==> src/rtl/pic_pkg.sv <==
package pic_pkg;
  typedef enum logic { SEL_MASTER = 1'b0, SEL_SLAVE = 1'b1 } ctl_sel_e;

  function automatic logic [7:0] vec_of(input logic [7:0] base, input logic [2:0] line);
    return base + {5'd0, line};
  endfunction
endpackage

==> src/rtl/pic_prio_enc.sv <==
module pic_prio_enc #(
  parameter int N  = 8,
  parameter int LW = $clog2(N)
) (
  input  logic [N-1:0]  bits,
  output logic          found,
  output logic [LW-1:0] idx
);
  // lowest set index wins
  always_comb begin
    found = 1'b0;
    idx   = '0;
    for (int i = N - 1; i >= 0; i--) begin
      if (bits[i]) begin
        found = 1'b1;
        idx   = LW'(i);
      end
    end
  end
endmodule

==> src/rtl/pic_core.sv <==
module pic_core #(
  parameter int           N         = 8,
  parameter int           VW        = 8,
  parameter logic [N-1:0] TRIG_MASK = '1,
  parameter int           LW        = $clog2(N)
) (
  input  logic          clk,
  input  logic          rst,
  input  logic [N-1:0]  req_level,
  input  logic [N-1:0]  req_pulse,
  input  logic          mask_we,
  input  logic          trig_we,
  input  logic          base_we,
  input  logic [VW-1:0] wdata,
  input  logic          eoi,
  input  logic          ack,
  output logic          pend_valid,
  output logic [LW-1:0] pend_line,
  output logic [VW-1:0] base_q
);
  logic [N-1:0] irr, isr, imr, trig, last;
  logic [N-1:0] ack_hot, eoi_hot, rise, irr_next;
  logic         req_found, svc_found;
  logic [LW-1:0] req_idx, svc_idx;

  pic_prio_enc #(.N(N), .LW(LW)) u_req_enc (
    .bits(irr & ~imr), .found(req_found), .idx(req_idx));

  pic_prio_enc #(.N(N), .LW(LW)) u_svc_enc (
    .bits(isr), .found(svc_found), .idx(svc_idx));

  assign pend_valid = req_found && (!svc_found || (req_idx < svc_idx));
  assign pend_line  = req_idx;

  assign ack_hot = (ack && pend_valid) ? (N'(1) << pend_line) : '0;
  assign eoi_hot = (eoi && svc_found) ? (N'(1) << svc_idx) : '0;
  assign rise    = req_level & ~last;

  // per-line request latch: level lines follow input, edge lines hold until acked
  genvar g;
  generate
    for (g = 0; g < N; g++) begin : g_line
      always_comb begin
        if (trig[g]) irr_next[g] = req_level[g] | req_pulse[g];
        else         irr_next[g] = (irr[g] & ~ack_hot[g]) | rise[g] | req_pulse[g];
      end
    end
  endgenerate

  always_ff @(posedge clk) begin
    if (rst) begin
      irr    <= '0;
      isr    <= '0;
      imr    <= '0;
      trig   <= '0;
      last   <= '0;
      base_q <= '0;
    end else begin
      irr  <= irr_next;
      isr  <= (isr | ack_hot) & ~eoi_hot;
      last <= req_level;
      if (mask_we) imr  <= wdata[N-1:0];
      if (trig_we) trig <= wdata[N-1:0] & TRIG_MASK;
      if (base_we) base_q <= {wdata[VW-1:LW], {LW{1'b0}}};
    end
  end
endmodule

==> src/rtl/pic_cascade_top.sv <==
module pic_cascade_top #(
  parameter int           N           = 8,
  parameter int           VW          = 8,
  parameter int           CASC_LINE   = 2,
  parameter int           SPUR_LINE   = 7,
  parameter logic [N-1:0] M_TRIG_MASK = 8'hF8,
  parameter logic [N-1:0] S_TRIG_MASK = 8'hDE
) (
  input  logic          clk,
  input  logic          rst,
  input  logic [N-1:0]  master_irq,
  input  logic [N-1:0]  slave_irq,
  input  logic          mask_we,
  input  logic          trig_we,
  input  logic          base_we,
  input  logic          reg_sel,
  input  logic [VW-1:0] reg_data,
  input  logic          eoi,
  input  logic          eoi_sel,
  input  logic          inta,
  output logic          intr_out,
  output logic [VW-1:0] vec_out,
  output logic          vec_valid
);
  import pic_pkg::*;
  localparam int           LW       = $clog2(N);
  localparam logic [N-1:0] CASC_BIT = N'(1) << CASC_LINE;

  logic          m_valid, s_valid, casc_ack;
  logic [LW-1:0] m_line, s_line;
  logic [VW-1:0] m_base, s_base, vec_next;
  logic [N-1:0]  m_level, m_pulse;
  logic          sel_m, sel_s, eoi_m, eoi_s;

  assign sel_m = (ctl_sel_e'(reg_sel) == SEL_MASTER);
  assign sel_s = (ctl_sel_e'(reg_sel) == SEL_SLAVE);
  assign eoi_m = eoi && (ctl_sel_e'(eoi_sel) == SEL_MASTER);
  assign eoi_s = eoi && (ctl_sel_e'(eoi_sel) == SEL_SLAVE);

  assign casc_ack = inta && m_valid && (m_line == LW'(CASC_LINE));
  // cascade line is fed only by the slave, as a pulse
  assign m_level  = master_irq & ~CASC_BIT;
  assign m_pulse  = (s_valid && !casc_ack) ? CASC_BIT : '0;

  pic_core #(.N(N), .VW(VW), .TRIG_MASK(M_TRIG_MASK), .LW(LW)) u_master (
    .clk(clk), .rst(rst), .req_level(m_level), .req_pulse(m_pulse),
    .mask_we(mask_we && sel_m), .trig_we(trig_we && sel_m), .base_we(base_we && sel_m),
    .wdata(reg_data), .eoi(eoi_m), .ack(inta),
    .pend_valid(m_valid), .pend_line(m_line), .base_q(m_base));

  pic_core #(.N(N), .VW(VW), .TRIG_MASK(S_TRIG_MASK), .LW(LW)) u_slave (
    .clk(clk), .rst(rst), .req_level(slave_irq), .req_pulse('0),
    .mask_we(mask_we && sel_s), .trig_we(trig_we && sel_s), .base_we(base_we && sel_s),
    .wdata(reg_data), .eoi(eoi_s), .ack(casc_ack),
    .pend_valid(s_valid), .pend_line(s_line), .base_q(s_base));

  assign intr_out = m_valid;

  always_comb begin
    if (!m_valid)      vec_next = vec_of(m_base, 3'(SPUR_LINE));
    else if (casc_ack) vec_next = s_valid ? vec_of(s_base, 3'(s_line))
                                          : vec_of(s_base, 3'(SPUR_LINE));
    else               vec_next = vec_of(m_base, 3'(m_line));
  end

  always_ff @(posedge clk) begin
    if (rst) begin
      vec_out   <= '0;
      vec_valid <= 1'b0;
    end else begin
      vec_valid <= inta;
      if (inta) vec_out <= vec_next;
    end
  end
endmodule

==> config.mk <==
export PLATFORM = sky130hd
export DESIGN_NAME = pic_cascade_top
export DESIGN_NICKNAME = d
export VERILOG_FILES = /design/src/rtl/pic_pkg.sv /design/src/rtl/pic_prio_enc.sv /design/src/rtl/pic_core.sv /design/src/rtl/pic_cascade_top.sv
export SDC_FILE = /design/constraint.sdc
export NUM_CORES = 1
export LEC_CHECK = 0
export BUFFER_PORTS_ARGS = -buffer_cell sky130_fd_sc_hd__buf_4
export CAP_MARGIN = 20
export CORE_ASPECT_RATIO = 1.1
export CORE_MARGIN = 5
export CORE_UTILIZATION = 45
export DETAILED_ROUTE_END_ITERATION = 10
export GPL_ROUTABILITY_DRIVEN = 0
export HOLD_SLACK_MARGIN = 0.1
export MAX_ROUTING_LAYER = met4
export PLACE_DENSITY = 0.76
export SYNTH_ARGS = -nofsm -noshare
export SYNTH_HDL_FRONTEND = slang
export SYNTH_SLANG_ARGS = --single-unit
==> constraint.sdc <==
create_clock -name clk -period 3.63 [get_ports clk]
set_clock_uncertainty 0.15 [all_clocks]
set_input_delay 0.363 -clock clk [delete_from_list [all_inputs] [get_ports clk]]
set_output_delay 0.363 -clock clk [all_outputs]
set_load 0.02 [all_outputs]
Word level (Yosys, flattened, before mapping)
Index checks and enable logic that the tools add are counted.
Word-level totals
  flip-flop bits (word level): 94
  output and inout port bits: 10
  word-level logic and storage cells: 207
Cells by class
  $add $sub $neg: 4
  $lt $le $gt $ge: 2
  equality and inequality tests: 1
  shift-type cells: 4
  muxes and demuxes: 83
  bitwise gates (word level): 77
  reduce and logical (&&, ||, !) cells: 21
Operators with widths (number)
  $mux W3: 33
  $mux W8: 7
  $and A8 B8 Y8: 6
  $not A8 Y8: 6
  $mux W1: 43
  $shl A1 B3 Y8 const A: 4
  $or A1 B1 Y1: 19
  $not A1 Y1: 18
  $add A8 B3 Y8: 2
  $add A8 B3 Y8 const B: 2
  $and A1 B1 Y1: 16
  $logic_and A1 B1 Y1: 16
  $or A8 B8 Y8: 2
  $or A1 B1 Y1 const B: 10
  $lt A3 B3 Y1: 2
  $eq A3 B2 Y1 const B: 1
  $logic_not A1 Y1: 3
  $logic_or A1 B1 Y1: 2

Longest topological paths before layout
Gate-level depths: netlist of run 1.
  word-level depth: 21
  depth in mapped cells: 11
  gate-level depth less buffers: 11

By module
Synthesis of run 1 repeated with hierarchy kept, for this count alone.
Second synthesis, totals
  cell total of the unflattened synthesis: 567
  area total of the unflattened synthesis: 4921.0 um^2
Modules (own cells, without submodules)
  pic_core at u_slave: instances 1, cells each 195, area an instance 1799.2 um^2
  pic_core at u_master: instances 1, cells each 193, area an instance 1771.7 um^2
  pic_cascade_top: instances 1, cells each 127, area an instance 1029.7 um^2
  pic_prio_enc: instances 4, cells each 13, area an instance 80.1 um^2

Least setup slack after synthesis of run 1
OpenSTA, ideal clock, no wires.
  kind: register -> register
  start point: reg u_master.imr[0]
  end point: reg u_slave.isr[2]
  arrival: 2263 ps
  data required time: 3396 ps
  setup slack: 1132 ps
  cell stages (with the launch flop): 10
  clock period less this slack: 2498 ps
  cells stage by stage: dfxtp_1 nand2b_1 nand4_1 a21oi_1 ha_1 a21oi_1 a21boi_2 o211ai_4 or4_1 o31ai_2
On the way
  word-level cells in the longest chain between the ends: 12
  elaborated cells between the ends (all ways): 14
  classes of those cells: order compare (1); eq/ne (1); mux (3); bitwise (4); reduce/logical (5)
RTL lines
  from (decl): RTL line pic_core.sv:21  | logic [N-1:0] irr, isr, imr, trig, last;
  from (signal assigned): RTL line pic_core.sv:62  | if (mask_we) imr <= wdata[N-1:0];
  $not A8 Y8 (*): RTL line pic_core.sv:27  | .bits(irr & ~imr), .found(req_found), .idx(req_idx));
  $and A8 B8 Y8 (*): RTL line pic_core.sv:27
  $mux W3: RTL line pic_prio_enc.sv:14  | if (bits[i]) begin
  $lt A3 B3 Y1: RTL line pic_core.sv:32  | assign pend_valid = req_found && (!svc_found || (req_idx < svc_idx));
  $logic_or A1 B1 Y1: RTL line pic_core.sv:32
  $logic_and A1 B1 Y1: RTL line pic_core.sv:32
  $logic_and A1 B1 Y1: RTL line pic_cascade_top.sv:40  | assign casc_ack = inta && m_valid && (m_line == LW'(CASC_LINE));
  $logic_and A1 B1 Y1 (*): RTL line pic_cascade_top.sv:40
  $logic_and A1 B1 Y1 (*): RTL line pic_core.sv:35  | assign ack_hot = (ack && pend_valid) ? (N'(1) << pend_line) : '0;
  $mux W8 (*): RTL line pic_core.sv:35
  $or A8 B8 Y8 (*): RTL line pic_core.sv:60  | isr <= (isr | ack_hot) & ~eoi_hot;
  $and A8 B8 Y8 (*): RTL line pic_core.sv:60
  to (signal assigned): RTL line pic_core.sv:60
  to (decl): RTL line pic_core.sv:21
Every way passes the cells marked *; elsewhere a longest branch is shown, timed or not.
A chain may end at the register's enable or synchronous reset.

Worst setup path after layout of run 1
  start point: reg u_master.imr[0]
  end point: out intr_out
On the way
  word-level cells in the longest chain between the ends: 6
  elaborated cells between the ends (all ways): 7
  classes of those cells: order compare (1); mux (2); bitwise (2); reduce/logical (2)
RTL lines
  $not A8 Y8 (*): RTL line pic_core.sv:27
  $and A8 B8 Y8 (*): RTL line pic_core.sv:27
  $mux W3: RTL line pic_prio_enc.sv:14
  $lt A3 B3 Y1: RTL line pic_core.sv:32
  $logic_or A1 B1 Y1: RTL line pic_core.sv:32
  $logic_and A1 B1 Y1 (*): RTL line pic_core.sv:32
  to (decl): RTL line pic_cascade_top.sv:21  | output logic intr_out,
Marks and branches as above.

==> metrics.md, run 1 <==
| Metric | Value |
|---|---|
| Status | complete, no violations |
| Tot Pwr | approximately 2300 uW |
| Count of final setup violators | 0 |
| Final WL | around 9500 um |
| Die area | between 0.01 and 0.015 sq mm |
| Avg WL per Cell | ~15 um |
| Pins Over Slew Limit | 0 |
| Utilization after layout | a little over half |
| Clk_lat worst skew | between 0.3 and 0.4 ns |
| Die Height | 110.8 um |
| DRC violations left | 0 |
| Design Area, Final | ~0.0048 sq mm |
| Initial DRC count | 216 |
| Area of the multi-input gates | around 0.0021 sq mm |
| Clk root buf | clkbuf_8 |
| Share of layout cells above drive strength 1 | between 10% and 20% |
| Yosys warns | 0 |
| Post-Syn Area | 0.004154 sq mm |
| CTS Buf Count | 9 |
| Hold Crit Class | in -> reg |
| Post-DP HPWL | 6879 um |
| Fmax | about 330 MHz |
| DRT Pass-1 Iters | 6 |
| Worst-path maximum fanout | 5 |
| Vias in the first global route | around 3500 |
| Port Buf Inserts | 41 |
| R2R setup slack | around 0.62 ns |
| Mean post-synth cell area | roughly 8.5 sq um |
| Num rows | 36 |
| Syn_nets | 527 |
| Main synth FF type | dfxtp_1 |
| Worst Hold Path EP | u_slave.last[2] |
| Clock sink count | 93 |
| Die Wd | 101.6 um |
| Number of synthesized flops with an enable pin | 0 |
| Crit path capture type | output pin |
| Clock transition at path regs | roughly 0.08 ns |
| Starting Density | a little under half |
| # diodes | 0 |
| Core ar. | approximately 0.009 sq mm |
| H-tree depth | 3 |
| Setup CP Type | reg -> out |
| Cell variety after synth | 52 |
| Via/cell ratio | ~5.5 |
| Crit share post-route | between 80% and 90% |
| Longest Clk Path Bufs | 2 |
| Most common cell after layout, fill and taps aside | dfxtp_1 |
| Register area | 0.001862 sq mm |
| Commonest cells after routing, fill and taps aside | 93 x dfxtp_1, 56 x nor2_1, 46 x nand2_1 |
| Total congestion overflow | 0 |
| Relative slew slack | about two fifths |
| DP Area | 0.004522 sq mm |
| Hold path cells | 2 |
| Routed Antenna Nets | 0 |
| Via Count | 3538 |
| Critical Path RT | ~3.1 ns |
| Ys async rst share | 0% |
| Final-layout fill cell count | between 800 and 900 |
| Critical path arrival | between 2 and 3 ns |
| GRT Total Usage | 17.97% |
| Post-synthesis sequential area ratio | between 40% and 50% |
| Final setup TNS | 0 ns |
| Area growth syn-to-layout | 15.60% |
| Mapped Cells | 490 |
| R2r endpoint | u_slave.isr[2] |
| Period minus WS final | ~3.0 ns |
| Initial antenna violation count | 0 |
| Largest net degree at the start of global routing | 63 |
| Final hold vios | 0 |
| Reg-to-Reg Start | u_master.imr[0] |
| Tightest Pin Transition | between 0.8 and 0.9 ns |
| Nets | approximately 570 |
| Leak pwr | approximately 0.0019 uW |
| Seq cells post-synth | a little over 90 |
| HP Start | slave_irq[2] |
| Resized cells post-CTS | 0 |
| Global-route wire length before repair | between 15000 and 20000 um |
| Worst vdd ir | between 0.2 and 0.3 mV |
| Max Cap Viol | 0 |
| Critical path startpoint category | flip-flop |
| Io pins | 43 |
| Pwr Density | 472.3 mW/mm^2 |
| CTS tree | built |
| RSZ-0062 raised after global routing | no |
| FF-to-FF path depth | 9 |
stage by stage:
stage | std cells | hold WS (ns) | setup slack [ns]
floorplan | 490 | 0.2738 | 1.132
global placement | 625 | 0.2883 | 0.7571
detailed placement | 625 | 0.2950 | 0.6836
CTS | 647 | 0.1034 | 0.6246
global route | 648 | 0.1134 | 0.3952
finish | 648 | 0.1153 | 0.6094
registers in the layout (all words and copies together) (netlist names), 7 cells and up:
| name | flops |
|---|---|
| u_slave.irr | 8 |
| u_slave.isr | 8 |
| u_slave.imr | 8 |
| u_master.isr | 8 |
| u_master.irr | 8 |
| vec_out | 8 |
| u_slave.last | 8 |
| u_master.last | 7 |
| u_master.imr | 8 |
layout make-up:
class,count,area share (%)
inverters,22,1.720
repair buffers,50,8.233
multi-input cells,354,44.14
clock inverters,3,0.9380
well taps,114,2.970
flip-flops and latches,93,38.77
clock buffers,12,3.231
worst max path at each step:
| stage | from | to | slack (ns) | depth (start not counted) |
|---|---|---|---|---|
| after floorplan | u_master.imr[0] | u_slave.isr[2] | 1.13 | 9 |
| after global placement | u_master.imr[0] | u_slave.isr[3] | 0.76 | 9 |
| after detailed placement | u_master.imr[0] | u_slave.isr[2] | 0.68 | 9 |
| after CTS | u_master.imr[0] | intr_out | 0.62 | 9 |
| after global routing | u_master.imr[0] | u_slave.isr[2] | 0.40 | 9 |
| final | u_master.imr[0] | intr_out | 0.61 | 9 |
where the power goes:
part / internal, uW / leakage (uW) / switching (uW)
Sequential: 1080 / 0.000765 / 41.7
Clock: 353 / 0.0000947 / 345
Combinational: 186 / 0.00107 / 259
Total: 1620 / 0.00193 / 646
per-layer routing:
metal  wire length (um)  global-route usage [%]  up-vias
met5                  0                       -        -
met4                150                   7.092        0
met2               4612                   27.75       71
met3                318                   3.398       15
li1                   -                       -     1784
met1               4430                   23.08     1668
critical path: stages, from the launching register on:
cell and delay [ns]:
dfxtp_1 0.38, nand2b_1 0.21, nand4_1 0.23, a21oi_1 0.22, ha_1 0.27, a21oi_1 0.19, a21boi_2 0.27, a21oi_1 0.11
nor2_1 0.12, buf_4 0.16
synthesized netlist by cell type (2+ instances only):
cell | n | area share (%)
a211oi_1 | 6 | 1.1
a21boi_1 | 2 | 0.36
a21oi_1 | 36 | 4.3
a221oi_1 | 4 | 0.84
a311oi_1 | 2 | 0.42
a32o_1 | 2 | 0.48
and2_1 | 5 | 0.75
and4_1 | 2 | 0.42
buf_1 | 2 | 0.18
clkbuf_1 | 17 | 1.5
dfxtp_1 | 93 | 45
ha_1 | 4 | 1.2
inv_1 | 22 | 2.0
mux2i_1 | 23 | 5.5
nand2_1 | 46 | 4.2
nand2b_1 | 25 | 3.8
nand3_1 | 30 | 3.6
nand3b_1 | 4 | 0.72
nor2_1 | 56 | 5.1
nor2b_1 | 28 | 4.2
nor3_1 | 10 | 1.2
nor3b_1 | 2 | 0.36
nor4_1 | 2 | 0.30
o211a_1 | 4 | 0.96
o211ai_1 | 3 | 0.54
o21a_1 | 4 | 0.72
o21ai_0 | 16 | 1.9
o21ai_1 | 6 | 0.72
o221a_1 | 3 | 0.81
o22ai_1 | 2 | 0.30
o31ai_1 | 5 | 0.90
or3_1 | 3 | 0.45
or4_1 | 2 | 0.36
what timing repair did:
item                      in CTS  in global routing
buffers inserted               0                  0
hold buffers                   7                  1
hold endpoints to repair       7                  1
logic make-up after synthesis:
group	Yosys count	share of synthesized area, %
muxes	24	5.813
AOI/OAI and AO/OA	106	17.44
adders and majority gates	4	1.205
buffers and inverters	43	4.157
and+or+nand+nor	220	26.57
DFF	93	44.82
Note: power is estimated with default switching activity, not from simulation.
==> inputs of run 2 (changes only) <==
--- a/config.mk
+++ b/config.mk
@@ -5,6 +5,7 @@
 export SDC_FILE = /design/constraint.sdc
 export NUM_CORES = 1
 export LEC_CHECK = 0
+export ABC_AREA = 1
 export BUFFER_PORTS_ARGS = -buffer_cell sky130_fd_sc_hd__buf_4
 export CAP_MARGIN = 20
 export CORE_ASPECT_RATIO = 1.1
==> constraint.sdc (replaced) <==
create_clock -name clk -period 2.8 [get_ports clk]
set_clock_uncertainty 0.15 [all_clocks]
set_input_delay 0.28 -clock clk [delete_from_list [all_inputs] [get_ports clk]]
set_output_delay 0.28 -clock clk [all_outputs]
set_load 0.02 [all_outputs]
==> run 2 against run 1 <==
Net effect:
- power increased by 47%
- sequential power increased by 31%
- final area increased by 7.5%
- combinational power increased by 110%
- hold slack improved by 0.0081 ns
- non-clock buffer count increased by 28
- global-route usage increased by 0.39 points
- utilization increased by 2.4 points
- sequential share of layout area decreased by 2.6 points
- via count increased by 9.8%
- largest power group unchanged
==> metrics.md, run 2 <==
| Metric | Value |
|---|---|
| Status | complete, no violations |
| Crit path capture type | output pin |
| Crit share post-route | about 95% |
| Count of final setup violators | 0 (unchanged) |
| Critical path startpoint category | flip-flop |
| Nets | 702 (+24%) |
| Ys async rst share | 0% (unchanged) |
| R2R setup slack | 0.28 ns (-0.34 ns) |
| Pins Over Slew Limit | 0 (unchanged) |
| Leak pwr | 0.002344 uW (+21%) |
| Utilization after layout | 56.01% (+2.4 points) |
| Internal | 2265 uW (+40%) |
| Cells along the critical path | nor2_1 > nor3_1 > nor3_1 > nor3_2 > inv_1 > ha_1 > nand2_1 > inv_1 > nand2_1 > nand2_2 > a21oi_2 > buf_4 > buf_4 |
| Synth top area cells | dfxtp_1 44%, nand2_1 10%, inv_1 8.3%, nor2_1 7.2%, o21ai_0 6.6% |
| Reg-to-Reg Start | u_master.isr[6] |
| Area growth syn-to-layout | 23.29% |
| DRT Pass-1 Iters | 5 (-1) |
| Mean post-synth cell area | 7.082 sq um (-16%) |
| Avg WL per Cell | 12.41 um (-15%) |
| Clk_lat worst skew | 0.37 ns (about the same) |
| Via Count | 3883 (+9.8%) |
| Post-Syn Area | 0.004185 sq mm (+0.75%) |
| Worst-path maximum fanout | 3 (-2) |
| Placed Cells | 738 (+18%) |
| Syn_nets | 628 (+19%) |
| Delay-heaviest family, CP | simple AND/OR/NAND/NOR gates |
| Worst vdd ir | 0.3717 mV (+42%) |
| Clock sink count | 93 (unchanged) |
| Yosys warns | 0 (unchanged) |
| CP max stage cell | dfxtp_2 |
| Hold Crit Class | in -> reg |
| Pwr Density | 645.2 mW/mm^2 (+37%) |
| Num rows | 37 (+2.8%) |
| NetSw | 1064 uW (+65%) |
| Setup CP Type | reg -> out |
| Io pins | 43 (unchanged) |
| CTS tree | built |
| Combinational share of power | 28.0% (+8.4 points) |
| Final WL | 9758 um (+2.6%) |
| Die Height | 111.1 um (+0.34%) |
| Share of layout cells above drive strength 1 | 16.14% (+3.6 points) |
| Clock transition at path regs | 0.09 ns (about the same) |
| Critical Path RT | 2.37 ns (-0.75 ns) |
| Starting Density | 45.43% (-0.91 points) |
| Cell variety after synth | 34 (-35%) |
| Post-synthesis sequential area ratio | 44.48% (-0.33 points) |
| H-tree depth | 3 (unchanged) |
| Period minus WS final | about 2.7 ns |
| Seq cells post-synth | 93 (unchanged) |
| Sw Share | 31.96% (+3.5 points) |
| Slowest stage delay, CP | 0.35 ns (-0.03 ns) |
| Main synth FF type | dfxtp_1 |
| Relative slew slack | 70.68% (+29 points) |
| Initial antenna violation count | 0 (unchanged) |
| Commonest cells after routing, fill and taps aside | 113 x nand2_1, 92 x inv_1, 91 x dfxtp_1 |
| Final hold vios | 0 (unchanged) |
| Longest Clk Path Bufs | 2 (unchanged) |
| Final-layout fill cell count | 826 (-0.36%) |
| FF-to-FF path depth | 16 (+7) |
| Die Wd | 102.0 um (+0.34%) |
| Most numerous cell in the Yosys netlist | nand2_1 |
| Max Cap Viol | 0 (unchanged) |
| R2r endpoint | u_slave.irr[7] |
| Tightest Pin Transition | 0.4357 ns (-0.4333 ns) |
| Buf+Inv Stages, Crit Path | 4 (+3) |
| Hold path cells | 3 (+1) |
| Global-route wire length before repair | 16240 um (+0.51%) |
| Most common cell after layout, fill and taps aside | nand2_1 |
| Via/cell ratio | 4.940 (-9.5%) |
| Worst Hold Path EP | vec_out[6] |
| DRC violations left | 0 (unchanged) |
| Critical path arrival | 2.24 ns (-0.27 ns) |
| # diodes | 0 (unchanged) |
| GRT Total Usage | 18.37% (+0.39 points) |
| Vias in the first global route | 3689 (+4.9%) |
| Fin cells | 786 (+21%) |
| Clock power frac | 27.6% (-3.2 points) |
| Clk root buf | clkbuf_8 |
| Mapped Cells | 591 (+21%) |
| Largest net degree at the start of global routing | 50 (-21%) |
| Most area-hungry cell type in the Yosys netlist | dfxtp_1 |
| Initial DRC count | 159 (-26%) |
| Seq pwr share | 44.5% (-5.1 points) |
| HP Start | inta |
| Post-DP HPWL | 7092 um (+3.1%) |
| Yosys top cell area share | 44.48% (-0.33 points) |
| Fmax | about 370 MHz |
| Post-synth top cells | 115 x nand2_1, 93 x dfxtp_1, 93 x inv_1 |
| Routed Antenna Nets | 0 (unchanged) |
| Total congestion overflow | 0 (unchanged) |
| Port Buf Inserts | 41 (unchanged) |
| Die area | 0.01133 sq mm (+0.68%) |
| CTS Buf Count | 9 (unchanged) |
| Core ar. | 0.009213 sq mm (+2.8%) |
| Number of synthesized flops with an enable pin | 0 (unchanged) |
run 2: cell count changes after synthesis, moves of 7 or more:
cell,delta
inv_1,+71
nand2_1,+69
o21ai_0,+39
nor2b_1,-28
nand2b_1,-25
nor2_1,+24
mux2i_1,-23
a21oi_1,+15
nand3_1,-9
nand4_1,+7
run 2: worst max path at each step:
| stage | start | endpoint | depth (start not counted) |
|---|---|---|---|
| after floorplan | u_master.imr[0] | vec_out[4] | 13 |
| after global placement | u_master.isr[6] | u_slave.irr[7] | 16 |
| after detailed placement | u_master.imr[0] | u_master.irr[7] | 15 |
| after CTS | u_master.imr[0] | intr_out | 12 |
| after global routing | u_master.isr[6] | intr_out | 13 |
| final | u_master.isr[6] | intr_out | 13 |
run 2: power by group through the flow:
stage / sequential [uW] / combinational, uW / clock, uW
6_report: 1480 / 931 / 918
4_1_cts: 1480 / 839 / 932
3_5_place_dp: 1510 / 802 / 0
2_1_floorplan: 1510 / 571 / 0
5_1_grt: 1490 / 1040 / 988
3_3_place_gp: 1500 / 780 / 0
run 2: cell type report:
cell class,count,area (sq um),share of cell area [%]
Clock inverter,3,45.04,0.8729
Inverter,95,356.6,6.911
Clock buffer,12,155.1,3.007
Timing Repair Buffer,78,658.1,12.75
Tap cell,117,146.4,2.837
Multi-Input combinational cell,388,1934,37.49
Sequential cell,93,1864,36.13
run 2: cells by family after synthesis:
logic type | after synthesis | share of synthesized area (%)
simple gates | 266 | 28.91
buf+inv | 110 | 10.10
flops | 93 | 44.48
fa+ha+maj | 4 | 1.196
compound gates | 118 | 15.31
run 2: routing by layer:
layer	vias up	track usage, %	routed length [um]
met4	0	8.924	258
met5	-	-	0
li1	2027	-	-
met3	18	2.580	323
met2	73	29.58	4818
met1	1765	22.34	4357
run 2: worst reg2reg max path, cell delays in order, from the launching register on:
cell     delay, ns
dfxtp_2       0.35
nor2_1        0.06
nor3_1        0.18
nor3_1        0.08
nor3_2        0.22
inv_1         0.12
ha_1          0.28
nand2_1       0.06
inv_1         0.03
nand2_1       0.06
nand2_2       0.06
nand2_2       0.08
nand4_4       0.16
nor2_4        0.21
nand3_1       0.18
nand2_1       0.10
nand2_1       0.05
run 2: stage by stage:
stage	instance area (sq um)	total power (uW)	hold slack [ns]	setup WS, ns	TNS, ns
floorplan	4185	2083	0.2398	0.2904	0
global placement	4616	2284	0.2468	0.2782	0
detailed placement	4616	2311	0.2570	0.2252	0
CTS	5069	3250	0.1106	0.06381	0
global route	5160	3519	0.1206	-0.02240	-0.02240
finish	5160	3329	0.1235	0.1290	0
run 2: timing repair:
item,in CTS,in global routing
setup endpoints to repair,1,2
hold buffers,24,0
hold endpoints to repair,40,0
resized for setup,1,11
pin swaps,1,5
buffers inserted,1,8
